File: config.mk
export PLATFORM = sky130hd
export DESIGN_NAME = eeprom_spi_frontend
export DESIGN_NICKNAME = d
export VERILOG_FILES = /design/src/rtl/spi_fe_pkg.sv /design/src/rtl/spi_fe_sync.sv /design/src/rtl/spi_fe_oshift.sv /design/src/rtl/eeprom_spi_frontend.sv
export SDC_FILE = /design/constraint.sdc
export NUM_CORES = 1
export LEC_CHECK = 0
export ABC_AREA = 1
export ABC_CLOCK_PERIOD_IN_PS = 2200
export BUFFER_PORTS_ARGS = -buffer_cell sky130_fd_sc_hd__buf_2
export CORE_UTILIZATION = 57
export CTS_CLUSTER_SIZE = 24
export DETAILED_ROUTE_END_ITERATION = 6
export HOLD_SLACK_MARGIN = 0.12
export PLACE_DENSITY = 0.79
export SKIP_LAST_GASP = 1
export SLEW_MARGIN = 20
export SYNTH_ARGS = -nofsm -noshare
export SYNTH_HDL_FRONTEND = slang
export SYNTH_SLANG_ARGS = --single-unit
File: constraint.sdc
create_clock -name clk -period 2.2 [get_ports clk]
set_input_delay 0 -clock clk [delete_from_list [all_inputs] [get_ports clk]]
set_output_delay 0 -clock clk [all_outputs]
set_load 0.005 [all_outputs]
File: src/rtl/spi_fe_pkg.sv
package spi_fe_pkg;

  typedef enum logic [2:0] {
    PH_IDLE, PH_OPC, PH_ADDR, PH_DIN, PH_DOUT, PH_DONE, PH_DEAD
  } phase_t;

  typedef enum logic [2:0] {
    CMD_NONE, CMD_WREN, CMD_WRDI, CMD_RDSR, CMD_WRSR, CMD_READ, CMD_WRITE
  } cmd_t;

  // Command byte decode; bit 3 is ignored, upper nibble must be zero.
  function automatic cmd_t op_decode(input logic [7:0] op);
    cmd_t c;
    c = CMD_NONE;
    if (op[7:4] == 4'b0000) begin
      case (op[2:0])
        3'b110:  c = CMD_WREN;
        3'b100:  c = CMD_WRDI;
        3'b101:  c = CMD_RDSR;
        3'b001:  c = CMD_WRSR;
        3'b011:  c = CMD_READ;
        3'b010:  c = CMD_WRITE;
        default: c = CMD_NONE;
      endcase
    end
    return c;
  endfunction

endpackage

File: src/rtl/spi_fe_sync.sv
module spi_fe_sync #(
  parameter int W = 4,
  parameter logic [W-1:0] INIT = '0
) (
  input  logic         clk,
  input  logic         rst_n,
  input  logic [W-1:0] d,
  output logic [W-1:0] q
);
  logic [W-1:0] st1;
  logic [W-1:0] st2;

  always_ff @(posedge clk or negedge rst_n) begin
    if (!rst_n) begin
      st1 <= INIT;
      st2 <= INIT;
    end else begin
      st1 <= d;
      st2 <= st1;
    end
  end

  assign q = st2;
endmodule

File: src/rtl/spi_fe_oshift.sv
module spi_fe_oshift (
  input  logic       clk,
  input  logic       rst_n,
  input  logic       clear,
  input  logic       step,
  input  logic [7:0] next_byte,
  output logic       so_bit,
  output logic       byte_start,
  output logic       started
);
  logic [2:0] ocnt;
  logic [6:0] rest;

  assign byte_start = step && (ocnt == 3'd0);

  always_ff @(posedge clk or negedge rst_n) begin
    if (!rst_n) begin
      ocnt    <= '0;
      rest    <= '0;
      so_bit  <= 1'b0;
      started <= 1'b0;
    end else if (clear) begin
      ocnt    <= '0;
      rest    <= '0;
      so_bit  <= 1'b0;
      started <= 1'b0;
    end else if (step) begin
      started <= 1'b1;
      ocnt    <= ocnt + 3'd1;
      if (ocnt == 3'd0) {so_bit, rest} <= next_byte;
      else              {so_bit, rest} <= {rest, 1'b0};
    end
  end
endmodule

File: src/rtl/eeprom_spi_frontend.sv
module eeprom_spi_frontend
  import spi_fe_pkg::*;
#(
  parameter int AW = 10,
  parameter int PB = 5
) (
  input  logic          clk,
  input  logic          rst_n,
  input  logic          spi_sck,
  input  logic          spi_cs_n,
  input  logic          spi_si,
  input  logic          spi_hold_n,
  output logic          spi_so,
  output logic          spi_so_oe,
  input  logic          busy,
  input  logic [7:0]    stat_data,
  output logic          rd_req,
  output logic [AW-1:0] rd_addr,
  input  logic [7:0]    rd_data,
  output logic          wren_pulse,
  output logic          wrdi_pulse,
  output logic          pg_byte_valid,
  output logic [AW-1:0] pg_byte_addr,
  output logic [7:0]    pg_byte_data,
  output logic          pg_commit,
  output logic          sr_commit,
  output logic [7:0]    sr_data
);
  localparam int SW = (AW - 1 > 7) ? AW - 1 : 7;

  // Address arithmetic kept in functions so the bench can restate it.
  function automatic logic [AW-1:0] page_step(input logic [AW-1:0] a);
    logic [PB-1:0] lo;
    lo = a[PB-1:0] + 1'b1;
    return {a[AW-1:PB], lo};
  endfunction

  function automatic logic [AW-1:0] read_step(input logic [AW-1:0] a);
    return a + 1'b1;
  endfunction

  logic [3:0] pins_s;
  logic sck_s, cs_s, si_s, hold_s;

  spi_fe_sync #(.W(4), .INIT(4'b1010)) u_sync (
    .clk(clk), .rst_n(rst_n),
    .d({spi_hold_n, spi_si, spi_cs_n, spi_sck}),
    .q(pins_s)
  );
  assign {hold_s, si_s, cs_s, sck_s} = pins_s;

  logic sck_q, cs_q, paused;
  phase_t phase;
  cmd_t   cmd;
  logic [3:0]    cnt;
  logic [SW-1:0] sin;
  logic [AW-1:0] cur_addr;
  logic          rd_wait, byte_seen;
  logic [7:0]    nxt;

  // Named events for the checker.
  logic sel_w, dead_w, sck_rise_evt, sck_fall_evt, cs_fall_evt, cs_rise_evt;
  logic opc_evt;
  logic [7:0]    in_byte;
  logic [AW-1:0] addr_lo;
  cmd_t cmd_dec, cmd_acc;

  assign sel_w        = !cs_s;
  assign dead_w       = (phase == PH_DEAD);
  assign sck_rise_evt = sel_w && !paused && sck_s && !sck_q;
  assign sck_fall_evt = sel_w && !paused && !sck_s && sck_q;
  assign cs_fall_evt  = !cs_s && cs_q;
  assign cs_rise_evt  = cs_s && !cs_q;
  assign in_byte      = {sin[6:0], si_s};
  assign addr_lo      = {sin[AW-2:0], si_s};
  assign opc_evt      = sck_rise_evt && (phase == PH_OPC) && (cnt == 4'd7);
  assign cmd_dec      = op_decode(in_byte);
  assign cmd_acc      = (busy && cmd_dec != CMD_RDSR) ? CMD_NONE : cmd_dec;

  logic so_bit, byte_start, out_started, out_step;
  assign out_step = sck_fall_evt && (phase == PH_DOUT);

  spi_fe_oshift u_oshift (
    .clk(clk), .rst_n(rst_n),
    .clear(cs_fall_evt),
    .step(out_step),
    .next_byte((cmd == CMD_RDSR) ? stat_data : nxt),
    .so_bit(so_bit),
    .byte_start(byte_start),
    .started(out_started)
  );

  assign spi_so_oe = sel_w && !paused && (phase == PH_DOUT) && out_started;
  assign spi_so    = so_bit && spi_so_oe;

  always_ff @(posedge clk or negedge rst_n) begin
    if (!rst_n) begin
      sck_q  <= 1'b0;
      cs_q   <= 1'b1;
      paused <= 1'b0;
    end else begin
      sck_q <= sck_s;
      cs_q  <= cs_s;
      if (cs_s)        paused <= 1'b0;
      else if (!sck_s) paused <= !hold_s;
    end
  end

  always_ff @(posedge clk or negedge rst_n) begin
    if (!rst_n) begin
      phase         <= PH_IDLE;
      cmd           <= CMD_NONE;
      cnt           <= '0;
      sin           <= '0;
      cur_addr      <= '0;
      byte_seen     <= 1'b0;
      rd_req        <= 1'b0;
      rd_addr       <= '0;
      rd_wait       <= 1'b0;
      nxt           <= '0;
      wren_pulse    <= 1'b0;
      wrdi_pulse    <= 1'b0;
      pg_byte_valid <= 1'b0;
      pg_byte_addr  <= '0;
      pg_byte_data  <= '0;
      pg_commit     <= 1'b0;
      sr_commit     <= 1'b0;
      sr_data       <= '0;
    end else begin
      rd_req        <= 1'b0;
      wren_pulse    <= 1'b0;
      wrdi_pulse    <= 1'b0;
      pg_byte_valid <= 1'b0;
      pg_commit     <= 1'b0;
      sr_commit     <= 1'b0;
      rd_wait       <= rd_req;
      if (rd_wait) nxt <= rd_data;

      if (cs_fall_evt) begin
        phase     <= PH_OPC;
        cmd       <= CMD_NONE;
        cnt       <= '0;
        byte_seen <= 1'b0;
      end else if (cs_rise_evt) begin
        phase <= PH_IDLE;
        cnt   <= '0;
        if (cnt[2:0] == 3'd0 && byte_seen) begin
          if (cmd == CMD_WRITE) pg_commit <= 1'b1;
          if (cmd == CMD_WRSR)  sr_commit <= 1'b1;
        end
      end else if (sck_rise_evt) begin
        sin <= {sin[SW-2:0], si_s};
        if (phase == PH_ADDR) cnt <= cnt + 4'd1;
        else                  cnt <= {1'b0, cnt[2:0] + 3'd1};
        case (phase)
          PH_OPC: if (cnt == 4'd7) begin
            cmd <= cmd_acc;
            case (cmd_acc)
              CMD_WREN:  begin wren_pulse <= 1'b1; phase <= PH_DONE; end
              CMD_WRDI:  begin wrdi_pulse <= 1'b1; phase <= PH_DONE; end
              CMD_RDSR:  phase <= PH_DOUT;
              CMD_WRSR:  phase <= PH_DIN;
              CMD_READ,
              CMD_WRITE: phase <= PH_ADDR;
              default:   phase <= PH_DEAD;
            endcase
          end
          PH_ADDR: if (cnt == 4'd15) begin
            cur_addr <= addr_lo;
            if (cmd == CMD_READ) begin
              rd_req  <= 1'b1;
              rd_addr <= addr_lo;
              phase   <= PH_DOUT;
            end else begin
              phase <= PH_DIN;
            end
          end
          PH_DIN: if (cnt[2:0] == 3'd7) begin
            byte_seen <= 1'b1;
            if (cmd == CMD_WRITE) begin
              pg_byte_valid <= 1'b1;
              pg_byte_addr  <= cur_addr;
              pg_byte_data  <= in_byte;
              cur_addr      <= page_step(cur_addr);
            end else begin
              sr_data <= in_byte;
              phase   <= PH_DONE;
            end
          end
          default: ;
        endcase
      end else if (byte_start && cmd == CMD_READ) begin
        rd_req   <= 1'b1;
        rd_addr  <= read_step(cur_addr);
        cur_addr <= read_step(cur_addr);
      end
    end
  end
endmodule

======== Yosys cells after proc, flatten, opt, wreduce, memory -nomap -nowiden ========
Index checks and enable logic that the tools add are counted.
word-level totals
  input bits .............................. 23
  flip-flop bits (word level) ............. 104
  output and inout port bits .............. 44
  logic and storage cells ................. 200
cells by class
  equality and inequality tests ........... 38
  muxes and demuxes ....................... 82
  add/sub/neg operators ................... 5
  bitwise gates (word level) .............. 3
  reductions and logical operators ........ 44
operators by type and width
  cell                   number
  $mux 10                7
  $mux 3                 17
  $mux 1                 44
  $eq 3x3->1 const B     11
  $reduce_and 6->1       5
  $eq 3x2->1 const B     7
  $mux 7                 3
  $pmux 10 s2            1
  $pmux 3 s6             1
  $mux 4                 4
  $logic_and 1x1->1      15
  $reduce_bool 2->1      7
  $pmux 3 s4             1
  $add 10x1->10 const B  1
  $mux 5                 2
  $eq 3x1->1 const B     3
  $pmux 3 s3             1
  $mux 8                 1
  $ne 2x1->1 const B     4
  $ne 4x3->1 const B     2
  $ne 4x4->1 const B     2
  $reduce_and 4->1       2
  $reduce_and 7->1       1
  $add 3x1->3 const B    2
  16 further kinds       28

======== Depth between registers and ports, before layout ========
Gate-level depths: netlist (run 1).
  depth in word-level cells ............... 14
  mapped depth ............................ 11
  depth with buffers taken out ............ 11

======== By module ========
From an unflattened synthesis (run 1), not the netlist that was laid out.
second synthesis, totals
  cell total of the unflattened synthesis .. 586
  area total of the unflattened synthesis .. 4,957.3 um^2
modules (own cells, without submodules)
  module               cells an instance  sequential area each (um^2)  area an instance (um^2)  times used
  eeprom_spi_frontend  491                2,103.3                      4,112.7                  1
  spi_fe_oshift        87                 300.3                        639.4                    1
  spi_fe_sync          8                  205.2                        205.2                    1

======== Least setup slack after synthesis (run 1) ========
OpenSTA, ideal clock, no wires.
  path kind ............................... reg-to-reg
  start ................................... register u_sync.st2[1], in the netlist u_sync.q[1]
  end ..................................... register pg_byte_data[6]
  clock period less this slack ............ 1,807 ps
  buffers on the path ..................... 1
  required time ........................... 2,074 ps
  arrival time ............................ 1,680 ps
  library setup time ...................... 126 ps
  path slack .............................. 393 ps
  cell stages (with the launch flop) ...... 9
  path through ............................ dfstp_2 > inv_1 > ha_1 > inv_1 > nor2_2 > nand3_4 > buf_2 > nand2_1 > o21ai_0
between the ends
  word-level cells in the longest chain between the ends .. 5
  elaborated cells between the ends (all ways) .. 9
  those cells by class .................... 2 x bitwise; 7 x reduce/logical
RTL lines
  element                              RTL line                                              source
  start: declaration                   spi_fe_sync.sv:11                                     logic [W-1:0] st2;
  start signal: assignment             spi_fe_sync.sv:19                                     st2 <= st1;
  $logic_not 1->1                      eeprom_spi_frontend.sv:68, eeprom_spi_frontend.sv:72
  $logic_and 1x1->1 (3 in a row)       eeprom_spi_frontend.sv:70                             assign sck_rise_evt = sel_w && !paused && sck_s && !sck_q;
  $reduce_and 6->1 (no source line) *  --
  end signal: assignment               eeprom_spi_frontend.sv:183                            pg_byte_data <= in_byte;
  end: declaration                     eeprom_spi_frontend.sv:24                             output logic [7:0] pg_byte_data,
Every way passes the cells marked *; elsewhere a longest branch is shown, timed or not.
A chain may end at the register's enable or synchronous reset.

======== Final worst setup path (run 1) ========
  start ................................... register u_sync.st2[1], in the netlist u_sync.q[1]
  end ..................................... register rd_req
between the ends
  word-level cells in the longest chain between the ends .. 11
  elaborated cells between the ends (all ways) .. 15
  those cells by class .................... 4 x mux; 11 x reduce/logical
RTL lines
  element                         RTL line                                              source
  $logic_not 1->1                 eeprom_spi_frontend.sv:68, eeprom_spi_frontend.sv:72
  $logic_and 1x1->1               eeprom_spi_frontend.sv:70, eeprom_spi_frontend.sv:71
  $logic_and 1x1->1 (2 in a row)  eeprom_spi_frontend.sv:71                             assign sck_fall_evt = sel_w && !paused && !sck_s && sck_q;
  $logic_and 1x1->1               eeprom_spi_frontend.sv:81                             assign out_step = sck_fall_evt && (phase == PH_DOUT);
  $logic_and 1x1->1               spi_fe_oshift.sv:14                                   assign byte_start = step && (ocnt == 3'd0);
  $logic_and 1x1->1               eeprom_spi_frontend.sv:192                            end else if (byte_start && cmd == CMD_READ) begin
  $mux 1                          eeprom_spi_frontend.sv:192
  $mux 1                          eeprom_spi_frontend.sv:151                            end else if (sck_rise_evt) begin
  $mux 1                          eeprom_spi_frontend.sv:144                            end else if (cs_rise_evt) begin
  $mux 1 *                        eeprom_spi_frontend.sv:139                            if (cs_fall_evt) begin
  end signal: assignment          eeprom_spi_frontend.sv:130                            rd_req <= 1'b0;
  end signal: assignment          eeprom_spi_frontend.sv:171                            rd_req <= 1'b1;
  end signal: assignment          eeprom_spi_frontend.sv:193                            rd_req <= 1'b1;
  end: declaration                eeprom_spi_frontend.sv:17                             output logic rd_req,
Marked as above.

==> results by group, run 1 <==
Status
  • Status: complete, no violations

Placement
  • Port bufs: 66
  • GP Congestion: 0.9066
  • Dpl hpwl: 7636 µm

STA
  • Slew HR: 69.21%
  • Pins Over Slew Limit: 0
  • Period utilization: 94.17%
  • Minimum clock period after layout: 2.072 ns
  • Setup violators final: 0
  • Post-route setup TNS: 0 ns
  • Final Hold Vio Count: 0
  • Worst-Margin Slew: 0.4619 ns
  • Clock Skew: 0.01540 ns
  • Fmax: 0.4827 GHz
  • RSZ-0062 raised after global routing: yes

Power and ir drop
  • Pleak: 2.926 nW
  • Cell Pwr Density: 685.1 nW/µm²
  • Overall Power: 3.909 mW
  • VDD IR-drop max: 0.0004104 V

Floorplan
  • Die area: 8860 µm²
  • Core area: 8217 µm²
  • Initial Utilization: 58.89%
  • FP Rows: 33
  • Top Ports: 67
  • Die boundary height: 94.13 µm
  • Die Width: 94.13 µm

Global routing
  • GRT Total Usage: 26.60%
  • Global route total overflow: 0
  • Largest net degree at the start of global routing: 70
  • Number of global-route vias before repair: 3,813
  • Antenna violations before repair: 0
  • Global-route wire length before repair: 17,900 µm

CTS
  • CTS H-Tree Depth: 3
  • Clk Latency, worst-skew pair: 0.38 ns
  • # clock sinks: 104
  • Root buffer cell: clkbuf_8
  • Clock transition at path regs: 0.11 ns
  • Num CTS Buffers: 9
  • TritonCTS clock tree: yes
  • Clk buf depth: 2

Logic synthesis
  • Post-Syn Area per Cell: 8.671 µm²
  • Syn nets: 589
  • Yosys cell types: 37
  • Synth top area cells: dfrtp_1 (51%), nand2_1 (12%), o21ai_0 (7.6%), inv_1 (4.9%), nand3_1 (2.9%)
  • Synth Register Bits: 104
  • Sequential area share after synthesis: 53.92%
  • Cell count after synthesis: 558
  • Synth top area share: 51.20%
  • Area leader, netlist: dfrtp_1
  • Synth Warn #: 0
  • Synthesized cell area: 4838 µm²

Critical path
  • Reg2reg start: u_sync.q[1]$_DFF_PN1_
  • R2R Path End: rd_req$_DFF_PN0_
  • Critical Path RT: 2.45 ns
  • Internal reg-to-reg setup slack: 0.13 ns
  • R2R cell count: 7
  • Crit path launch type: flop
  • WP data arrival: 2.32 ns
  • Setup crit end kind: flop
  • Critical path type: reg -> reg
  • Worst-path fanout max: 8

Detailed routing
  • Via-to-Cell Ratio: 5.273
  • Vias: 4,013
  • Drt first-iter violations: 175
  • TritonRoute pass-1 iters: 5
  • Final wirelength: 10,840 µm
  • Wire per inst: 14.24 µm
  • ANT nets after route: 0
  • Number of remaining DRC errors: 0

Hold path
  • Hold/Removal Path Class: in -> async

Final layout
  • # diodes: 0
  • Most common cell after layout, fill and taps aside: nand2_1
  • Fraction of layout cells with a size suffix above 1: 19.66%
  • Fin nets: 682
  • Syn-to-layout area delta: 17.92%
  • Commonest cells after routing, fill and taps aside: nand2_1 (157), dfrtp_1 (99), o21ai_0 (73)

Flow run
  • Max-Cap Viols: 0
-- cells by family (layout without fill, tap and decap cells) --
family / Yosys count / after routing / share of synthesized area, %
compound gates: 112 / 112 / 12.39
xor+xnor: 5 / 5 / 0.9051
fa+ha+maj: 8 / 8 / 2.069
buf+inv: 79 / 177 / 6.956
flops: 104 / 104 / 53.92
mux: 5 / 5 / 1.164
simple gates: 245 / 245 / 22.60
-- per-layer routing --
metal | wire length (µm) | track usage [%] | up-vias
met2 | 5295 | 43.37 | 105
met3 | 438 | 4.288 | 14
li1 | - | - | 1985
met1 | 4925 | 35.82 | 1909
met4 | 177 | 9.744 | 0
met5 | 0 | 0 | -
-- final cells by class --
| class | count | area (µm²) |
|---|---|---|
| sequential | 104 | 2609 |
| fill | 678 | 2511 |
| multi-input combinational | 375 | 1893 |
| timing repair buffer | 94 | 610.6 |
| inverter | 67 | 252.7 |
| tap | 105 | 131.4 |
| clock buffer | 9 | 123.9 |
| clock inverter | 7 | 85.08 |
-- cell usage after synthesis, drive strengths merged --
library cell	instances
nand2	164
dfrtp	99
o21ai	88
inv	66
nand3	34
nor2	31
a21oi	15
buf	11
nor3	9
ha	8
dfstp	5
mux2	5
o22ai	4
xor2	4
nand4	3
a211oi	1
a22oi	1
and3	1
clkbuf	1
clkinv	1
nand3b	1
nor4	1
o2111ai	1
o21a	1
o32ai	1
or2	1
xnor2	1
-- worst max-delay path: stages, from the launching register on --
cell and delay (ns):
dfstp_2 0.59, inv_1 0.06, ha_1 0.30, nor2_2 0.23, inv_1 0.09, nor2_2 0.25, inv_1 0.11, o32ai_1 0.31
-- flip-flops by register name, indices dropped and copies added (netlist names), 4 cells and up --
signal / flops
cur_addr: 10
pg_byte_addr: 10
rd_addr: 10
sin: 9
nxt: 8
pg_byte_data: 8
sr_data: 8
u_oshift.rest: 7
cnt: 4
u_sync.q: 4
u_sync.st1: 4
-- through the flow --
stage | worst slack (ns) | hold WS (ns) | cell area, µm² | std cells | util, %
global route | -0.05966 | 0.1513 | 5705 | 761 | 69.44
floorplan | 0.3934 | -0.2956 | 4838 | 558 | -
detailed placement | 0.1374 | -0.01231 | 5276 | 723 | 64.22
finish | 0.1284 | 0.1104 | 5705 | 761 | 69.44
global placement | 0.1810 | -0.01960 | 5276 | 723 | 64.22
CTS | 0.1181 | 0.1304 | 5705 | 761 | 69.44
-- worst max path at each step --
| stage | start | to | slack (ns) | cells past startpoint |
|---|---|---|---|---|
| detailed placement | u_sync.q[1]$_DFF_PN1_ | rd_req$_DFF_PN0_ | 0.14 | 7 |
| floorplan | u_sync.q[1]$_DFF_PN1_ | pg_byte_data[6]$_DFFE_PN0P_ | 0.39 | 8 |
| finish | u_sync.q[1]$_DFF_PN1_ | rd_req$_DFF_PN0_ | 0.13 | 7 |
| global route | u_sync.q[1]$_DFF_PN1_ | pg_byte_data[6]$_DFFE_PN0P_ | -0.06 | 7 |
| global placement | u_sync.q[1]$_DFF_PN1_ | rd_req$_DFF_PN0_ | 0.18 | 7 |
| CTS | u_sync.q[1]$_DFF_PN1_ | rd_req$_DFF_PN0_ | 0.12 | 7 |
-- what timing repair did --
item                       in CTS  in global routing
buffers inserted                0                  0
resized for setup               0                  0
hold buffers                   22                  0
setup endpoints to repair       0                  6
hold endpoints to repair      124                  0
-- where the power goes --
part           leakage, nW  internal, mW  switching (mW)  total, mW
logic                 1.44         0.197           0.362      0.559
clock network       0.0999         0.548           0.697       1.24
registers             1.39          2.00           0.102       2.11
total                 2.93          2.75            1.16       3.91
(Power assumes the default switching activity.)
==> inputs of run 2 (changes only) <==
--- a/config.mk
+++ b/config.mk
@@ -13,6 +13,7 @@
 export DETAILED_ROUTE_END_ITERATION = 6
 export HOLD_SLACK_MARGIN = 0.12
 export PLACE_DENSITY = 0.79
+export REMOVE_ABC_BUFFERS = 1
 export SKIP_LAST_GASP = 1
 export SLEW_MARGIN = 20
 export SYNTH_ARGS = -nofsm -noshare
==> run 2 against run 1 <==
Global-route usage down 1.0 points. Sequential share of layout area about the same. Power decreased by 3.1%. Die area stayed put. Design area about the same. Flip-flop and latch count did not move. Final cell count is 0.53% higher. Clock power fell by 9.7%. Critical path type unchanged. Critical endpoint is now pg_byte_data[0]$_DFFE_PN0P_. Largest power group unchanged.
==> results by group, run 2 (synthesis results as in run 1) <==
Final layout
  • Fin nets: 686 (was 682)
  • Syn-to-layout area delta: 18.02% (was 17.92%)
  • Fraction of layout cells with a size suffix above 1: 20.15% (was 19.66%)
  • Most common cell after layout, fill and taps aside: nand2_1 (unchanged)
  • Largest regs: cur_addr x10, pg_byte_addr x10, rd_addr x10 (unchanged)
  • # diodes: 0 (unchanged)
  • Final instance area: 5710 µm² (was 5705 µm²)
  • Commonest cells after routing, fill and taps aside: nand2_1 (157), dfrtp_1 (99), o21ai_0 (73) (unchanged)
  • Fin cells: 765 (was 761)

Detailed routing
  • Number of remaining DRC errors: 0 (unchanged)
  • Vias: 4,009 (was 4,013)
  • Final wirelength: 10,320 µm (was 10,840 µm)
  • ANT nets after route: 0 (unchanged)
  • Drt first-iter violations: 169 (was 175)
  • Via-to-Cell Ratio: 5.241 (was 5.273)
  • Wire per inst: 13.49 µm (was 14.24 µm)
  • TritonRoute pass-1 iters: 5 (unchanged)

Critical path
  • CP delay by family, top: simple AND/OR/NAND/NOR gates (was flip-flops)
  • Crit path launch type: flop (unchanged)
  • Critical Path Slowest Stage Cell: dfstp_2 (unchanged)
  • Worst-path fanout max: 36 (was 8)
  • Critical path type: reg -> reg (unchanged)
  • Crit-path most repeated cell: inv_1 (unchanged)
  • Worst path buffer plus inverter count: 2 (was 3)
  • R2R cell count: 6 (was 7)
  • Highest cell delay on the worst timing path: 0.59 ns (about the same)
  • CP Cell Sequence: inv_1, ha_1, inv_1, nor2_2, nand3_4, o21ai_0 (was inv_1, ha_1, nor2_2, inv_1, nor2_2, inv_1, o32ai_1)
  • Critical Path RT: 2.49 ns (was 2.45 ns)
  • Setup crit end kind: flop (unchanged)
  • WP data arrival: 2.30 ns (was 2.32 ns)
  • Worst path depth: 6 (was 7)

Power and ir drop
  • Cell Pwr Density: 663.2 nW/µm² (was 685.1 nW/µm²)
  • Pleak: 2.933 nW (was 2.926 nW)
  • VDD IR-drop max: 0.0004052 V (was 0.0004104 V)

Flow run
  • Max-Cap Viols: 0 (unchanged)

Hold path
  • Hold/Removal Path Class: in -> async (unchanged)

STA
  • Fin Hold WS: 0.1278 ns (was 0.1104 ns)
  • Setup violators final: 0 (unchanged)
  • Period utilization: 91.56% (was 94.17%)
  • Fmax: 0.4965 GHz (was 0.4827 GHz)
  • Minimum clock period after layout: 2.014 ns (was 2.072 ns)
  • Post-route setup TNS: 0 ns (unchanged)
  • Slew HR: 66.46% (was 69.21%)
  • Clock Skew: 0.01186 ns (was 0.01540 ns)
  • Worst-Margin Slew: 0.5031 ns (was 0.4619 ns)
  • Pins Over Slew Limit: 0 (unchanged)
  • RSZ-0062 raised after global routing: no (was yes)
  • Final Hold Vio Count: 0 (unchanged)

CTS
  • Root buffer cell: clkbuf_8 (unchanged)
  • CTS H-Tree Depth: 3 (unchanged)
  • Clock transition at path regs: 0.10 ns (was 0.11 ns)
  • Total setup buffers inserted after CTS: 0 (unchanged)
  • TritonCTS clock tree: yes (unchanged)
  • Num CTS Buffers: 9 (unchanged)
  • Clk Latency, worst-skew pair: 0.38 ns (about the same)
  • # clock sinks: 104 (unchanged)
  • Clk buf depth: 2 (unchanged)

Status
  • Status: complete, no violations (unchanged)

Floorplan
  • FP Rows: 33 (unchanged)
  • Die Width: 94.13 µm (unchanged)
  • Top Ports: 67 (unchanged)
  • Die area: 8860 µm² (unchanged)
  • Initial Utilization: 58.89% (unchanged)
  • Core area: 8217 µm² (unchanged)
  • Die boundary height: 94.13 µm (unchanged)

Global routing
  • Antenna violations before repair: 0 (unchanged)
  • Global-route wire length before repair: 17,250 µm (was 17,900 µm)
  • Number of global-route vias before repair: 3,779 (was 3,813)
  • Global route total overflow: 0 (unchanged)
  • Largest net degree at the start of global routing: 39 (was 70)
  • GRT Total Usage: 25.58% (was 26.60%)

Placement
  • Placed Area: 5294 µm² (was 5276 µm²)
  • Placed Cells: 727 (was 723)
  • Port bufs: 66 (unchanged)
  • Dpl hpwl: 7458 µm (was 7636 µm)
  • GP Congestion: 0.9536 (was 0.9066)
[run 2: cell count changes in the layout (fill, tap and decap cells not counted), sizes merged]
cell    change
clkbuf      +1
buf         +4
bufinv      -1
[run 2: final timing paths]
path                                          from  slack, ns                           to
min reg2reg                u_sync.st1[0]$_DFF_PN0_       0.36        u_sync.q[0]$_DFF_PN0_
max reg2reg                  u_sync.q[1]$_DFF_PN1_       0.19  pg_byte_data[0]$_DFFE_PN0P_
max in group asynchronous                    rst_n       1.36      u_sync.st1[3]$_DFF_PN1_
max                          u_sync.q[1]$_DFF_PN1_       0.19  pg_byte_data[0]$_DFFE_PN0P_
min in group clk                          spi_cs_n       0.26      u_sync.st1[1]$_DFF_PN1_
min                                          rst_n       0.13           nxt[7]$_DFFE_PN0P_
[run 2: timing repair]
action | CTS | global route
resized for setup | 0 | 2
setup endpoints to repair | 0 | 5
hold buffers | 22 | 0
hold endpoints to repair | 125 | 0
[run 2: metal layers]
metal / part of all wire (%) / track usage, %
met1: 47 / 34.63
met5: 0 / 0
met3: 4.3 / 4.045
met2: 47 / 41.06
met4: 1.9 / 10.77
[run 2: where the power goes]
part           total [mW]  switching, mW  internal, mW
logic               0.563          0.363         0.200
registers            2.10         0.0999          2.00
clock network        1.12          0.666         0.456
total                3.79           1.13          2.66
[run 2: cell type report]
class / instances / area [µm²]
clock buffer: 10 / 137.6
clock inverter: 6 / 48.80
fill: 649 / 2506
inverter: 67 / 252.7
multi-input combinational: 375 / 1903
sequential: 104 / 2609
tap: 105 / 131.4
timing repair buffer: 98 / 628.1
[run 2: stage by stage]
stage               setup slack (ns)  util, %  total power, mW
floorplan                     0.2065        -            2.463
global placement              0.2258    64.43            2.639
detailed placement            0.1874    64.43            2.668
CTS                           0.1788    69.38            3.811
global route                0.009213    69.50            3.990
finish                        0.1857    69.50            3.787
==> inputs of run 3 (changes only) <==
--- a/config.mk
+++ b/config.mk
@@ -8,11 +8,13 @@
 export ABC_AREA = 1
 export ABC_CLOCK_PERIOD_IN_PS = 2200
 export BUFFER_PORTS_ARGS = -buffer_cell sky130_fd_sc_hd__buf_2
-export CORE_UTILIZATION = 57
+export CELL_PAD_IN_SITES_DETAIL_PLACEMENT = 0
+export CELL_PAD_IN_SITES_GLOBAL_PLACEMENT = 1
+export CORE_UTILIZATION = 43
 export CTS_CLUSTER_SIZE = 24
 export DETAILED_ROUTE_END_ITERATION = 6
 export HOLD_SLACK_MARGIN = 0.12
-export PLACE_DENSITY = 0.79
+export PLACE_DENSITY_LB_ADDON = 0.1
 export REMOVE_ABC_BUFFERS = 1
 export SKIP_LAST_GASP = 1
 export SLEW_MARGIN = 20
==> run 3 against run 2 <==
Worst hold slack gained 0.12 ns. Flip-flop and latch count is the same. Design area grew 1.9%. Utilization shrank 16 points. Largest cell class unchanged. Largest power group unchanged.
==> results by group, run 3 (synthesis results as in run 1) <==
Critical path
  • Setup crit end kind: flop (unchanged)
  • Crit path launch type: flop (unchanged)
  • CP Capture Point: cur_addr[5]$_DFFE_PN0P_ (was pg_byte_data[0]$_DFFE_PN0P_)
  • Crit-path most repeated cell: nand2_1 (was inv_1)
  • Critical path type: reg -> reg (unchanged)
  • Critical Path RT: 2.51 ns (was 2.49 ns)
  • R2R cell count: 9 (was 6)
  • Critical Path Slowest Stage Cell: dfstp_2 (unchanged)
  • Reg2reg start: u_sync.q[1]$_DFF_PN1_ (unchanged)
  • CP Cell Sequence: inv_1, ha_1, nor2_2, nand2_1, nand2_1, nand2_2, inv_1, nand2_1, o21ai_0 (was inv_1, ha_1, inv_1, nor2_2, nand3_4, o21ai_0)
  • WP data arrival: 2.34 ns (was 2.30 ns)
  • Worst-path fanout max: 8 (was 36)
  • Internal reg-to-reg setup slack: 0.18 ns (was 0.19 ns)
  • Highest cell delay on the worst timing path: 0.59 ns (about the same)
  • Worst setup startpoint: u_sync.q[1]$_DFF_PN1_ (unchanged)
  • R2R Path End: cur_addr[5]$_DFFE_PN0P_ (was pg_byte_data[0]$_DFFE_PN0P_)

CTS
  • Num CTS Buffers: 9 (unchanged)
  • Clock transition at path regs: 0.10 ns (about the same)
  • Root buffer cell: clkbuf_8 (unchanged)
  • # clock sinks: 104 (unchanged)
  • CTS H-Tree Depth: 3 (unchanged)
  • TritonCTS clock tree: yes (unchanged)
  • Clk buf depth: 2 (unchanged)
  • Total setup buffers inserted after CTS: 0 (unchanged)
  • Clk Latency, worst-skew pair: 0.39 ns (was 0.38 ns)

Final layout
  • Largest regs: cur_addr x10, pg_byte_addr x10, rd_addr x10 (unchanged)
  • Fin cells: 801 (was 765)
  • # diodes: 0 (unchanged)
  • Fraction of layout cells with a size suffix above 1: 20.12% (was 20.15%)
  • Fillcell total: 1,048 (was 649)
  • Final instance area: 5819 µm² (was 5710 µm²)
  • Final core occ: 53.45% (was 69.50%)
  • Commonest cells after routing, fill and taps aside: nand2_1 (157), dfrtp_1 (99), o21ai_0 (73) (unchanged)
  • Most common cell after layout, fill and taps aside: nand2_1 (unchanged)
  • Fin nets: 687 (was 686)
  • Syn-to-layout area delta: 20.27% (was 18.02%)

Floorplan
  • Die boundary height: 108.1 µm (was 94.13 µm)
  • Die area: 11,680 µm² (was 8860 µm²)
  • Core area: 10,890 µm² (was 8217 µm²)
  • Die Width: 108.1 µm (was 94.13 µm)
  • Top Ports: 67 (unchanged)
  • Initial Utilization: 44.44% (was 58.89%)
  • FP Rows: 38 (was 33)

STA
  • Minimum clock period after layout: 2.023 ns (was 2.014 ns)
  • Post-route setup TNS: 0 ns (unchanged)
  • Slew HR: 68.87% (was 66.46%)
  • Worst-Margin Slew: 0.4659 ns (was 0.5031 ns)
  • Pins Over Slew Limit: 0 (unchanged)
  • RSZ-0062 raised after global routing: no (unchanged)
  • Final Hold Vio Count: 0 (unchanged)
  • Fmax: 0.4942 GHz (was 0.4965 GHz)
  • Period utilization: 91.97% (was 91.56%)
  • Final worst slack: 0.1767 ns (was 0.1857 ns)
  • Setup violators final: 0 (unchanged)
  • Fin Hold WS: 0.2516 ns (was 0.1278 ns)
  • Clock Skew: 0.01061 ns (was 0.01186 ns)

Detailed routing
  • Vias: 3,985 (was 4,009)
  • Wire per inst: 14.08 µm (was 13.49 µm)
  • Drt first-iter violations: 209 (was 169)
  • TritonRoute pass-1 iters: 4 (was 5)
  • ANT nets after route: 0 (unchanged)
  • Final wirelength: 11,280 µm (was 10,320 µm)
  • Number of remaining DRC errors: 0 (unchanged)
  • Via-to-Cell Ratio: 4.975 (was 5.241)

Global routing
  • GRT Total Usage: 21.03% (was 25.58%)
  • Global route total overflow: 0 (unchanged)
  • Global-route wire length before repair: 18,550 µm (was 17,250 µm)
  • Number of global-route vias before repair: 3,835 (was 3,779)
  • Largest net degree at the start of global routing: 46 (was 39)
  • Antenna violations before repair: 0 (unchanged)

Status
  • Status: complete, no violations (unchanged)

Flow run
  • Max-Cap Viols: 0 (unchanged)

Power and ir drop
  • VDD IR-drop max: 0.0003221 V (was 0.0004052 V)
  • Overall Power: 3.910 mW (was 3.787 mW)
  • Cell Pwr Density: 672.0 nW/µm² (was 663.2 nW/µm²)
  • Pleak: 2.951 nW (was 2.933 nW)

Placement
  • Pre-CTS worst setup slack: 0.1514 ns (was 0.1874 ns)
  • Placed Area: 5335 µm² (was 5294 µm²)
  • Dpl hpwl: 7894 µm (was 7458 µm)
  • Port bufs: 66 (unchanged)
  • Placed Cells: 760 (was 727)
  • GP Congestion: 0.8593 (was 0.9536)

Hold path
  • Hold/Removal Path Class: in -> reg (was in -> async)
[run 3: worst min-delay path by stage]
stage                      start                      end  slack (ns)  depth (start not counted)
final                     spi_si  u_sync.st1[2]$_DFF_PN0_        0.25                          2
after floorplan            rst_n    byte_seen$_DFFE_PN0P_       -0.30                          0
after global placement     rst_n       nxt[5]$_DFFE_PN0P_       0.002                          1
after CTS                 spi_si  u_sync.st1[2]$_DFF_PN0_        0.22                          2
after global routing      spi_si  u_sync.st1[2]$_DFF_PN0_        0.25                          2
after detailed placement   rst_n       nxt[5]$_DFFE_PN0P_       0.001                          1
[run 3: final cells by class]
type                       instances  area (µm²)  share of cell area (%)
multi-input combinational        376        1921                   33.00
clock buffer                      10       137.6                   2.365
inverter                          67       252.7                   4.343
tap                              140       175.2                   3.010
sequential                       104        2609                   44.83
timing repair buffer              98       655.6                   11.27
clock inverter                     6       68.82                   1.183
[run 3: metal layers]
metal | wire, µm | share of wire (%) | GRT usage [%] | up-vias
met2 | 5071 | 45 | 32.85 | 86
li1 | - | - | - | 1998
met1 | 5459 | 48 | 28.48 | 1881
met5 | 0 | 0 | 0 | -
met4 | 269 | 2.4 | 9.785 | 0
met3 | 475 | 4.2 | 3.617 | 20
[run 3: critical path, delay by kind of cell, from the launching register on]
kind | cells | cell delay (ns)
AO/OA/AOI/OAI | 1 | 0.07
adder cells (fa/ha/maj) | 1 | 0.31
buffers and inverters | 2 | 0.20
flip-flops | 1 | 0.59
AND/OR/NAND/NOR | 5 | 0.79
[run 3: what timing repair did]
action,CTS,global route
setup endpoints to repair,0,13
endpoints found under the hold margin,125,0
hold buffers,24,0
resized for setup,0,3
[run 3: power breakdown]
part	switching, mW	internal, mW
Combinational	0.359	0.205
Sequential	0.101	2.00
Clock	0.682	0.561
